<file path="config.mk">
export PLATFORM = sky130hd
export DESIGN_NAME = hostRegBridge
export DESIGN_NICKNAME = d
export VERILOG_FILES = /design/src/rtl/hostRegPkg.sv /design/src/rtl/hostRegCtrl.sv /design/src/rtl/hostRegData.sv /design/src/rtl/hostRegBridge.sv
export SDC_FILE = /design/constraint.sdc
export NUM_CORES = 1
export LEC_CHECK = 0
export CAP_MARGIN = 20
export CORE_MARGIN = 2
export CORE_UTILIZATION = 40
export DETAILED_ROUTE_END_ITERATION = 16
export PLACE_DENSITY = 0.81
export SLEW_MARGIN = 20
export SYNTH_ARGS = -nofsm -noshare
export SYNTH_HDL_FRONTEND = slang
export SYNTH_SLANG_ARGS = --single-unit
</file>
<file path="constraint.sdc">
create_clock -name clk -period 2.1 [get_ports clk]
set_clock_uncertainty 0.1 [all_clocks]
set_input_delay 0.315 -clock clk [delete_from_list [all_inputs] [get_ports clk]]
set_output_delay 0.315 -clock clk [all_outputs]
set_load 0.05 [all_outputs]
</file>
<file path="src/rtl/hostRegPkg.sv">
package hostRegPkg;

  typedef enum logic [3:0] {
    IDX_ID        = 4'd0,
    IDX_CFG       = 4'd1,
    IDX_PACE_HI   = 4'd2,
    IDX_PACE_LO   = 4'd3,
    IDX_STAT      = 4'd4,
    IDX_FIFO_WORD = 4'd5,
    IDX_FIFO_BYTE = 4'd13
  } regIdx_e;

  typedef enum logic [1:0] {
    LANE_NONE = 2'b00,
    LANE_LOW  = 2'b01,
    LANE_HIGH = 2'b10,
    LANE_WORD = 2'b11
  } lane_e;

  // Strobes passed from the control to the datapath.
  typedef struct packed {
    logic        wrCommit;
    logic [3:0]  wrIdx;
    logic [15:0] wrWord;
    logic        rdEn;
    logic [3:0]  rdIdx;
    logic [1:0]  rdLanes;
  } busStrobe_t;

  function automatic logic isWritable(input logic [3:0] idx);
    return (idx == IDX_CFG) || (idx == IDX_PACE_HI) ||
           (idx == IDX_PACE_LO) || (idx == IDX_STAT);
  endfunction

endpackage

</file>
<file path="src/rtl/hostRegCtrl.sv">
module hostRegCtrl
  import hostRegPkg::*;
#(
  parameter int          ADDR_W    = 10,
  parameter int unsigned BASE_ROOT = 'h100
) (
  input  logic              clk,
  input  logic              rstN,
  input  logic [1:0]        jumperSel,
  input  logic [ADDR_W-1:0] busAddr,
  input  logic [1:0]        busByteEn,
  input  logic [15:0]       busWrData,
  input  logic              busRd,
  input  logic              busWr,
  output busStrobe_t        strobe,
  output logic              fifoPop,
  output logic              ledPulse
);

  localparam int WIN_W = ADDR_W - 5;
  localparam logic [WIN_W-1:0] WIN_ROOT = WIN_W'(BASE_ROOT >> 5);

  logic [WIN_W-1:0] winBase;
  logic             inWin;
  logic             laneLegal;
  logic             hit;
  logic [3:0]       offIdx;
  logic             wordAcc;
  logic             lowAcc;
  logic             highAcc;

  logic             stageValid;
  logic [3:0]       stageIdx;
  logic [7:0]       stageByte;
  logic             pairHit;
  logic             wordWrite;

  assign winBase = WIN_ROOT + WIN_W'(jumperSel);
  assign inWin   = (busAddr[ADDR_W-1:5] == winBase);
  assign offIdx  = busAddr[4:1];
  assign wordAcc = (busByteEn == LANE_WORD);
  assign lowAcc  = (busByteEn == LANE_LOW);
  assign highAcc = (busByteEn == LANE_HIGH);

  // The lane must agree with the byte address.
  always_comb begin
    unique case (busByteEn)
      LANE_WORD: laneLegal = ~busAddr[0];
      LANE_LOW:  laneLegal = ~busAddr[0];
      LANE_HIGH: laneLegal = busAddr[0];
      default:   laneLegal = 1'b0;
    endcase
  end

  assign hit = inWin && laneLegal;

  // The low byte of a split write waits here for exactly one cycle.
  always_ff @(posedge clk) begin
    if (!rstN) begin
      stageValid <= 1'b0;
      stageIdx   <= '0;
      stageByte  <= '0;
    end else begin
      stageValid <= busWr && hit && lowAcc && isWritable(offIdx);
      stageIdx   <= offIdx;
      stageByte  <= busWrData[7:0];
    end
  end

  assign pairHit   = busWr && hit && highAcc && stageValid && (stageIdx == offIdx);
  assign wordWrite = busWr && hit && wordAcc && isWritable(offIdx);

  always_comb begin
    strobe.wrCommit = wordWrite || pairHit;
    strobe.wrIdx    = offIdx;
    strobe.wrWord   = pairHit ? {busWrData[15:8], stageByte} : busWrData;
    strobe.rdEn     = busRd && hit;
    strobe.rdIdx    = offIdx;
    strobe.rdLanes  = busByteEn;
  end

  // The word read and the high-byte read pop. The low-byte read does not.
  always_comb begin
    fifoPop  = 1'b0;
    ledPulse = 1'b0;
    if (busRd && hit) begin
      if (offIdx == IDX_FIFO_WORD) begin
        ledPulse = 1'b1;
        fifoPop  = wordAcc;
      end else if (offIdx == IDX_FIFO_BYTE) begin
        ledPulse = 1'b1;
        fifoPop  = highAcc;
      end
    end
  end

endmodule

</file>
<file path="src/rtl/hostRegData.sv">
module hostRegData
  import hostRegPkg::*;
#(
  parameter int         FIFO_DEPTH = 512,
  parameter logic [3:0] REV        = 4'h1,
  parameter int         CNT_W      = $clog2(FIFO_DEPTH) + 1,
  parameter int         HEAD_W     = 15 - CNT_W
) (
  input  logic              clk,
  input  logic              rstN,
  input  busStrobe_t        strobe,
  input  logic [3:0]        jumpers,
  input  logic [15:0]       fifoData,
  input  logic [CNT_W-1:0]  fifoCount,
  input  logic [HEAD_W-1:0] headChan,
  output logic [15:0]       busRdData,
  output logic              runCmd,
  output logic [3:0]        chanGroups,
  output logic              singleEnded,
  output logic              inputRange2x,
  output logic [23:0]       pacing,
  output logic [CNT_W-1:0]  irqThreshold,
  output logic              irqEnable
);

  localparam logic [7:0]       ID_CODE    = 8'h3F;
  localparam logic [8:0]       CFG_RESET  = 9'h160;
  localparam logic [CNT_W-1:0] THR_RESET  = CNT_W'(FIFO_DEPTH / 2);

  logic [8:0]       cfgReg;
  logic [7:0]       paceHiReg;
  logic [15:0]      paceLoReg;
  logic [CNT_W-1:0] thrReg;
  logic             irqEnReg;
  logic [15:0]      rdWord;
  logic [15:0]      rdMasked;

  always_ff @(posedge clk) begin
    if (!rstN) begin
      cfgReg    <= CFG_RESET;
      paceHiReg <= '0;
      paceLoReg <= '0;
      thrReg    <= THR_RESET;
      irqEnReg  <= 1'b0;
    end else if (strobe.wrCommit) begin
      unique case (strobe.wrIdx)
        IDX_CFG:     cfgReg    <= strobe.wrWord[8:0];
        IDX_PACE_HI: paceHiReg <= strobe.wrWord[7:0];
        IDX_PACE_LO: paceLoReg <= strobe.wrWord;
        IDX_STAT: begin
          thrReg   <= strobe.wrWord[15:16-CNT_W];
          irqEnReg <= strobe.wrWord[0];
        end
        default: ;
      endcase
    end
  end

  always_comb begin
    unique case (strobe.rdIdx)
      IDX_ID:        rdWord = {jumpers, REV, ID_CODE};
      IDX_CFG:       rdWord = {7'd0, cfgReg};
      IDX_PACE_HI:   rdWord = {8'd0, paceHiReg};
      IDX_PACE_LO:   rdWord = paceLoReg;
      IDX_STAT:      rdWord = {fifoCount, headChan, irqEnReg};
      IDX_FIFO_WORD: rdWord = fifoData;
      IDX_FIFO_BYTE: rdWord = fifoData;
      default:       rdWord = '0;
    endcase
  end

  assign rdMasked = {strobe.rdLanes[1] ? rdWord[15:8] : 8'd0,
                     strobe.rdLanes[0] ? rdWord[7:0]  : 8'd0};

  always_ff @(posedge clk) begin
    if (!rstN) busRdData <= '0;
    else       busRdData <= strobe.rdEn ? rdMasked : 16'd0;
  end

  assign runCmd       = cfgReg[0];
  assign chanGroups   = cfgReg[4:1];
  assign singleEnded  = cfgReg[8] | cfgReg[5];
  assign inputRange2x = |cfgReg[7:6];
  assign pacing       = {paceHiReg, paceLoReg};
  assign irqThreshold = thrReg;
  assign irqEnable    = irqEnReg;

endmodule

</file>
<file path="src/rtl/hostRegBridge.sv">
module hostRegBridge
  import hostRegPkg::*;
#(
  parameter int          ADDR_W     = 10,
  parameter int unsigned BASE_ROOT  = 'h100,
  parameter int          FIFO_DEPTH = 512,
  parameter logic [3:0]  REV        = 4'h1,
  localparam int         CNT_W      = $clog2(FIFO_DEPTH) + 1,
  localparam int         HEAD_W     = 15 - CNT_W
) (
  input  logic              clk,
  input  logic              rstN,
  input  logic [3:0]        jumpers,
  input  logic [ADDR_W-1:0] busAddr,
  input  logic [1:0]        busByteEn,
  input  logic [15:0]       busWrData,
  input  logic              busRd,
  input  logic              busWr,
  output logic [15:0]       busRdData,
  input  logic [15:0]       fifoData,
  input  logic [CNT_W-1:0]  fifoCount,
  input  logic [HEAD_W-1:0] headChan,
  output logic              fifoPop,
  output logic              ledPulse,
  output logic              irqLineSel,
  output logic              runCmd,
  output logic [3:0]        chanGroups,
  output logic              singleEnded,
  output logic              inputRange2x,
  output logic [23:0]       pacing,
  output logic [CNT_W-1:0]  irqThreshold,
  output logic              irqEnable
);

  busStrobe_t strobe;

  hostRegCtrl #(
    .ADDR_W    (ADDR_W),
    .BASE_ROOT (BASE_ROOT)
  ) ctrl_i (
    .clk       (clk),
    .rstN      (rstN),
    .jumperSel (jumpers[1:0]),
    .busAddr   (busAddr),
    .busByteEn (busByteEn),
    .busWrData (busWrData),
    .busRd     (busRd),
    .busWr     (busWr),
    .strobe    (strobe),
    .fifoPop   (fifoPop),
    .ledPulse  (ledPulse)
  );

  hostRegData #(
    .FIFO_DEPTH (FIFO_DEPTH),
    .REV        (REV),
    .CNT_W      (CNT_W),
    .HEAD_W     (HEAD_W)
  ) data_i (
    .clk          (clk),
    .rstN         (rstN),
    .strobe       (strobe),
    .jumpers      (jumpers),
    .fifoData     (fifoData),
    .fifoCount    (fifoCount),
    .headChan     (headChan),
    .busRdData    (busRdData),
    .runCmd       (runCmd),
    .chanGroups   (chanGroups),
    .singleEnded  (singleEnded),
    .inputRange2x (inputRange2x),
    .pacing       (pacing),
    .irqThreshold (irqThreshold),
    .irqEnable    (irqEnable)
  );

  assign irqLineSel = jumpers[3];

endmodule

</file>
==> metrics.txt, run 1 <==
# TYPE chip_impl_metric gauge
chip_impl_info{name="outcome",value="complete, no violations"} 1
chip_impl_metric{name="final-setup-viol-count",unit=""} 0
chip_impl_metric{name="antenna_found_initial",unit=""} 0
chip_impl_metric{name="cp_data_arrival_time",unit="ns"} 2.21
chip_impl_info{name="ctsRootBufferMaster",value="clkbuf_8"} 1
chip_impl_metric{name="slew_headroom",unit=""} 0.636
chip_impl_metric{name="synth_nets",unit=""} 388
chip_impl_metric{name="wl",unit="um"} 10400
chip_impl_metric{name="dieWidth",unit="um"} 95.0
chip_impl_metric{name="place.port_buffers",unit=""} 127
chip_impl_metric{name="place.detailed.hpwl",unit="um"} 7530
chip_impl_info{name="slowest_stage",value="bufbuf_16"} 1
chip_impl_metric{name="postPlaceCellArea",unit="um2"} 4940
chip_impl_metric{name="syn_area",unit="um2"} 3310
chip_impl_metric{name="synth-async-reset-ratio",unit=""} 0
chip_impl_metric{name="finish.instance_area",unit="um2"} 5320
chip_impl_metric{name="cp_data_required_time",unit="ns"} 2.28
chip_impl_metric{name="layout.nets",unit=""} 551
chip_impl_metric{name="power_leakage",unit="nW"} 2.00
chip_impl_metric{name="floorplan.die_area",unit="um2"} 9020
chip_impl_info{name="post_synth_main_area_contributors",value="dfxtp_1, mux2i_1, a22oi_1"} 1
chip_impl_metric{name="period_share",unit=""} 0.967
chip_impl_metric{name="rrSetupSlack",unit="ns"} 0.08
chip_impl_metric{name="area_growth",unit="%"} 60.7
chip_impl_metric{name="period_needed",unit="ns"} 2.03
chip_impl_info{name="critical_path.endpoint_type",value="flip-flop"} 1
chip_impl_metric{name="fmaxAchievable",unit="MHz"} 493
chip_impl_metric{name="h-tree-depth",unit=""} 3
chip_impl_metric{name="path_buf_inv",unit=""} 4
chip_impl_metric{name="clk_latency",unit="ns"} 0.35
chip_impl_metric{name="via_count_of_the_first_global_routing_pass",unit=""} 3175
chip_impl_metric{name="core_area",unit="um2"} 8130
chip_impl_metric{name="globalRouteOverflowTotal",unit=""} 0
chip_impl_info{name="post-synth-top-area-cell",value="dfxtp_1"} 1
chip_impl_info{name="reg2reg_from",value="ctrl_i.stageIdx[1]"} 1
chip_impl_metric{name="finalHoldViolations",unit=""} 0
chip_impl_metric{name="dr.pass1.iters",unit=""} 4
chip_impl_metric{name="cts-hold-fix-buffers",unit=""} 0
chip_impl_metric{name="postRouteAntennaNets",unit=""} 0
chip_impl_metric{name="first_iter_violations",unit=""} 128
chip_impl_metric{name="peak_per_stage_delay_on_the_critical_path",unit="ns"} 0.35
chip_impl_info{name="worstReg2RegEnd",value="data_i.paceLoReg[0]"} 1
chip_impl_metric{name="synthDistinctLibCells",unit=""} 44
chip_impl_info{name="synth_ff_type",value="dfxtp_1"} 1
chip_impl_metric{name="critical_path_peak_fanout",unit=""} 12
chip_impl_metric{name="synthesis.area_per_instance",unit="um2"} 10.3
chip_impl_metric{name="maxSlewViolCount",unit=""} 0
chip_impl_metric{name="chipHeight",unit="um"} 95.0
chip_impl_metric{name="number_of_enable_type_register_cells_in_the_synthesized_netlist",unit=""} 0
chip_impl_metric{name="synth_top_cell_area_share",unit=""} 0.442
chip_impl_metric{name="detailroute.via_count",unit=""} 3196
chip_impl_metric{name="hold-worst-slack",unit="ns"} 0.325
chip_impl_metric{name="initial_utilization",unit=""} 0.407
chip_impl_metric{name="clockBufferDepth",unit=""} 2
chip_impl_info{name="cp_cell_sequence",value="clkdlybuf4s15_1, nand2b_4, a2111oi_4, buf_4, nand3_4, buf_8, nor3b_4, bufbuf_16, nor2_2, a211oi_2"} 1
chip_impl_metric{name="worstMarginPinSlew",unit="ns"} 0.544
chip_impl_metric{name="number_of_warnings_issued_by_yosys",unit=""} 0
chip_impl_info{name="min-delay-start",value="jumpers[0]"} 1
chip_impl_metric{name="cts_num_sinks",unit=""} 73
chip_impl_metric{name="core.rowCount",unit=""} 33
chip_impl_info{name="hold_end",value="data_i.busRdData[12]"} 1
chip_impl_metric{name="reg2reg_depth",unit=""} 8
chip_impl_metric{name="seq_area_frac_synth",unit=""} 0.442
chip_impl_metric{name="grt_start_max_net_pins",unit=""} 30
chip_impl_metric{name="post_route_cells_drive_above_1_share",unit=""} 0.237
chip_impl_metric{name="gp_congestion",unit=""} 0.836
chip_impl_metric{name="ios",unit=""} 128
chip_impl_metric{name="max-cap-violations",unit=""} 0
chip_impl_metric{name="global_route.usage.total",unit=""} 0.234
chip_impl_info{name="critPathKind",value="input pin to flip-flop"} 1
chip_impl_metric{name="syn_inst",unit=""} 321
chip_impl_metric{name="worst_setup_hold_path_clk_slew",unit="ns"} 0.08
chip_impl_info{name="hp-class",value="input pin to flip-flop"} 1
chip_impl_metric{name="timing.critical_path.depth",unit=""} 10
chip_impl_info{name="critical-path-top-delay-family",value="buffers and inverters"} 1
chip_impl_metric{name="grt_pass1_wl",unit="um"} 15800
chip_impl_metric{name="antennaDiodeCount",unit=""} 0
chip_impl_metric{name="timing.hold.worst_path_depth",unit=""} 3
chip_impl_metric{name="ir_drop",unit="mV"} 0.332
chip_impl_metric{name="power_density",unit="nW/um2"} 541
chip_impl_info{name="cp-start-kind",value="input pin"} 1
chip_impl_info{name="clock_tree_from_tritoncts",value="built"} 1
chip_impl_metric{name="detail_route.wl_per_cell",unit="um"} 17.5
chip_impl_metric{name="number_of_register_bits_inferred_by_synthesis",unit=""} 73
chip_impl_metric{name="drc",unit=""} 0
chip_impl_metric{name="finalSetupTns",unit="ns"} 0
chip_impl_metric{name="cts_buffers",unit=""} 9
chip_impl_metric{name="routed_via_density",unit=""} 5.38
## placed cells by master, fill, tap and decap left out, types with 14 or more instances in the layout
cell | netlist | routed
a21oi_1 | 14 | 14
a22oi_1 | 27 | 27
mux2i_1 | 27 | 26
dfxtp_1 | 73 | 73
buf_4 | 8 | 38
nor2_1 | 36 | 35
a211oi_1 | 18 | 16
clkdlybuf4s50_1 | 0 | 108
## metal layers
layer  share of wire  routed length, um  vias up  track usage
met5               0                  0        -            0
met4           0.015                155        0       0.0713
met3           0.097               1010       19       0.0607
met2            0.50               5250      131        0.421
met1            0.38               4000     1549        0.270
li1                -                  -     1497            -
## worst reg2reg max path: cells and delay by family, from the launching register on
kind	cells	cell delay (ns)
DFF	1	0.31
and+or+nand+nor	3	0.63
xor gates and xnor gates	1	0.15
AOI/OAI and AO/OA	2	0.24
buffers and inverters	2	0.52
## cells by family (layout without fill, tap and decap cells)
family	count (synthesis)	count (layout)	share of synthesized area
flip-flops	73	73	0.442
AND/OR/NAND/NOR	97	97	0.178
AO/OA/AOI/OAI	84	84	0.198
buffers and inverters	29	197	0.0582
XOR/XNOR	7	7	0.0185
multiplexers	31	31	0.106
## power breakdown
| part | switching, mW | total (mW) | leakage [nW] | internal (mW) |
|---|---|---|---|---|
| clock | 0.583 | 1.14 | 0.101 | 0.561 |
| sequential | 0.00742 | 1.40 | 0.591 | 1.40 |
| combinational | 0.145 | 0.331 | 1.30 | 0.187 |
## worst max path at each step
stage	from	endpoint	slack (ns)
floorplan	jumpers[1]	data_i.paceLoReg[10]	0.01
global placement	busByteEn[1]	data_i.paceLoReg[11]	-0.40
detailed placement	busByteEn[1]	data_i.paceLoReg[15]	-0.47
CTS	busAddr[3]	data_i.cfgReg[1]	0.007
global route	busByteEn[0]	data_i.paceLoReg[8]	-0.02
finish	busByteEn[0]	data_i.paceLoReg[0]	0.07
## metrics by stage
stage	util	setup WS (ns)	cells	power [mW]
2_1_floorplan	-	0.0135	321	1.55
3_3_place_gp	0.608	-0.403	566	1.75
3_5_place_dp	0.608	-0.472	566	1.75
4_1_cts	0.650	0.00699	592	2.89
5_1_grt	0.654	-0.0190	594	2.96
6_report	0.654	0.0700	594	2.88
## cells in the mapped netlist (7+ instances only)
library cell / count
buf_4: 8
nor2_2: 8
a21oi_1: 14
a211oi_2: 8
clkbuf_1: 9
nand2_1: 11
nor2_1: 36
a22oi_1: 27
and2_1: 11
dfxtp_1: 73
xor2_1: 7
mux2i_1: 27
a211oi_1: 18
a31oi_1: 8
## final cells by class
type | instances | area (um2)
Inverter | 3 | 11.3
Sequential cell | 73 | 1460
Timing Repair Buffer | 178 | 1800
Clock inverter | 7 | 80.1
Fill cell | 630 | 2820
Tap cell | 105 | 131
Multi-Input combinational cell | 219 | 1710
Clock buffer | 9 | 124
## repair_timing
item | CTS | global route
setup endpoints to repair | 40 | 45
pin swaps | 7 | 8
gates cloned | 2 | 0
resized for setup | 23 | 12
setup buffers | 8 | 3
## flip-flops by register name, indices dropped and copies added, names as in the netlist
| signal | count |
|---|---|
| data_i.irqThreshold | 10 |
| data_i.cfgReg | 9 |
| ctrl_i.stageIdx | 4 |
| data_i.busRdData | 16 |
| data_i.paceHiReg | 8 |
| data_i.paceLoReg | 16 |
| ctrl_i.stageValid | 1 |
| ctrl_i.stageByte | 8 |
| data_i.irqEnable | 1 |
Note: power is estimated with default switching activity, not from simulation.
==> run 2: changes to the inputs <==
--- a/config.mk
+++ b/config.mk
@@ -5,7 +5,6 @@
 export SDC_FILE = /design/constraint.sdc
 export NUM_CORES = 1
 export LEC_CHECK = 0
-export CAP_MARGIN = 20
 export CORE_MARGIN = 2
 export CORE_UTILIZATION = 40
 export DETAILED_ROUTE_END_ITERATION = 16
==> results of run 2 <==
The final DEF is identical to that of run 1; final timing and power are the same.
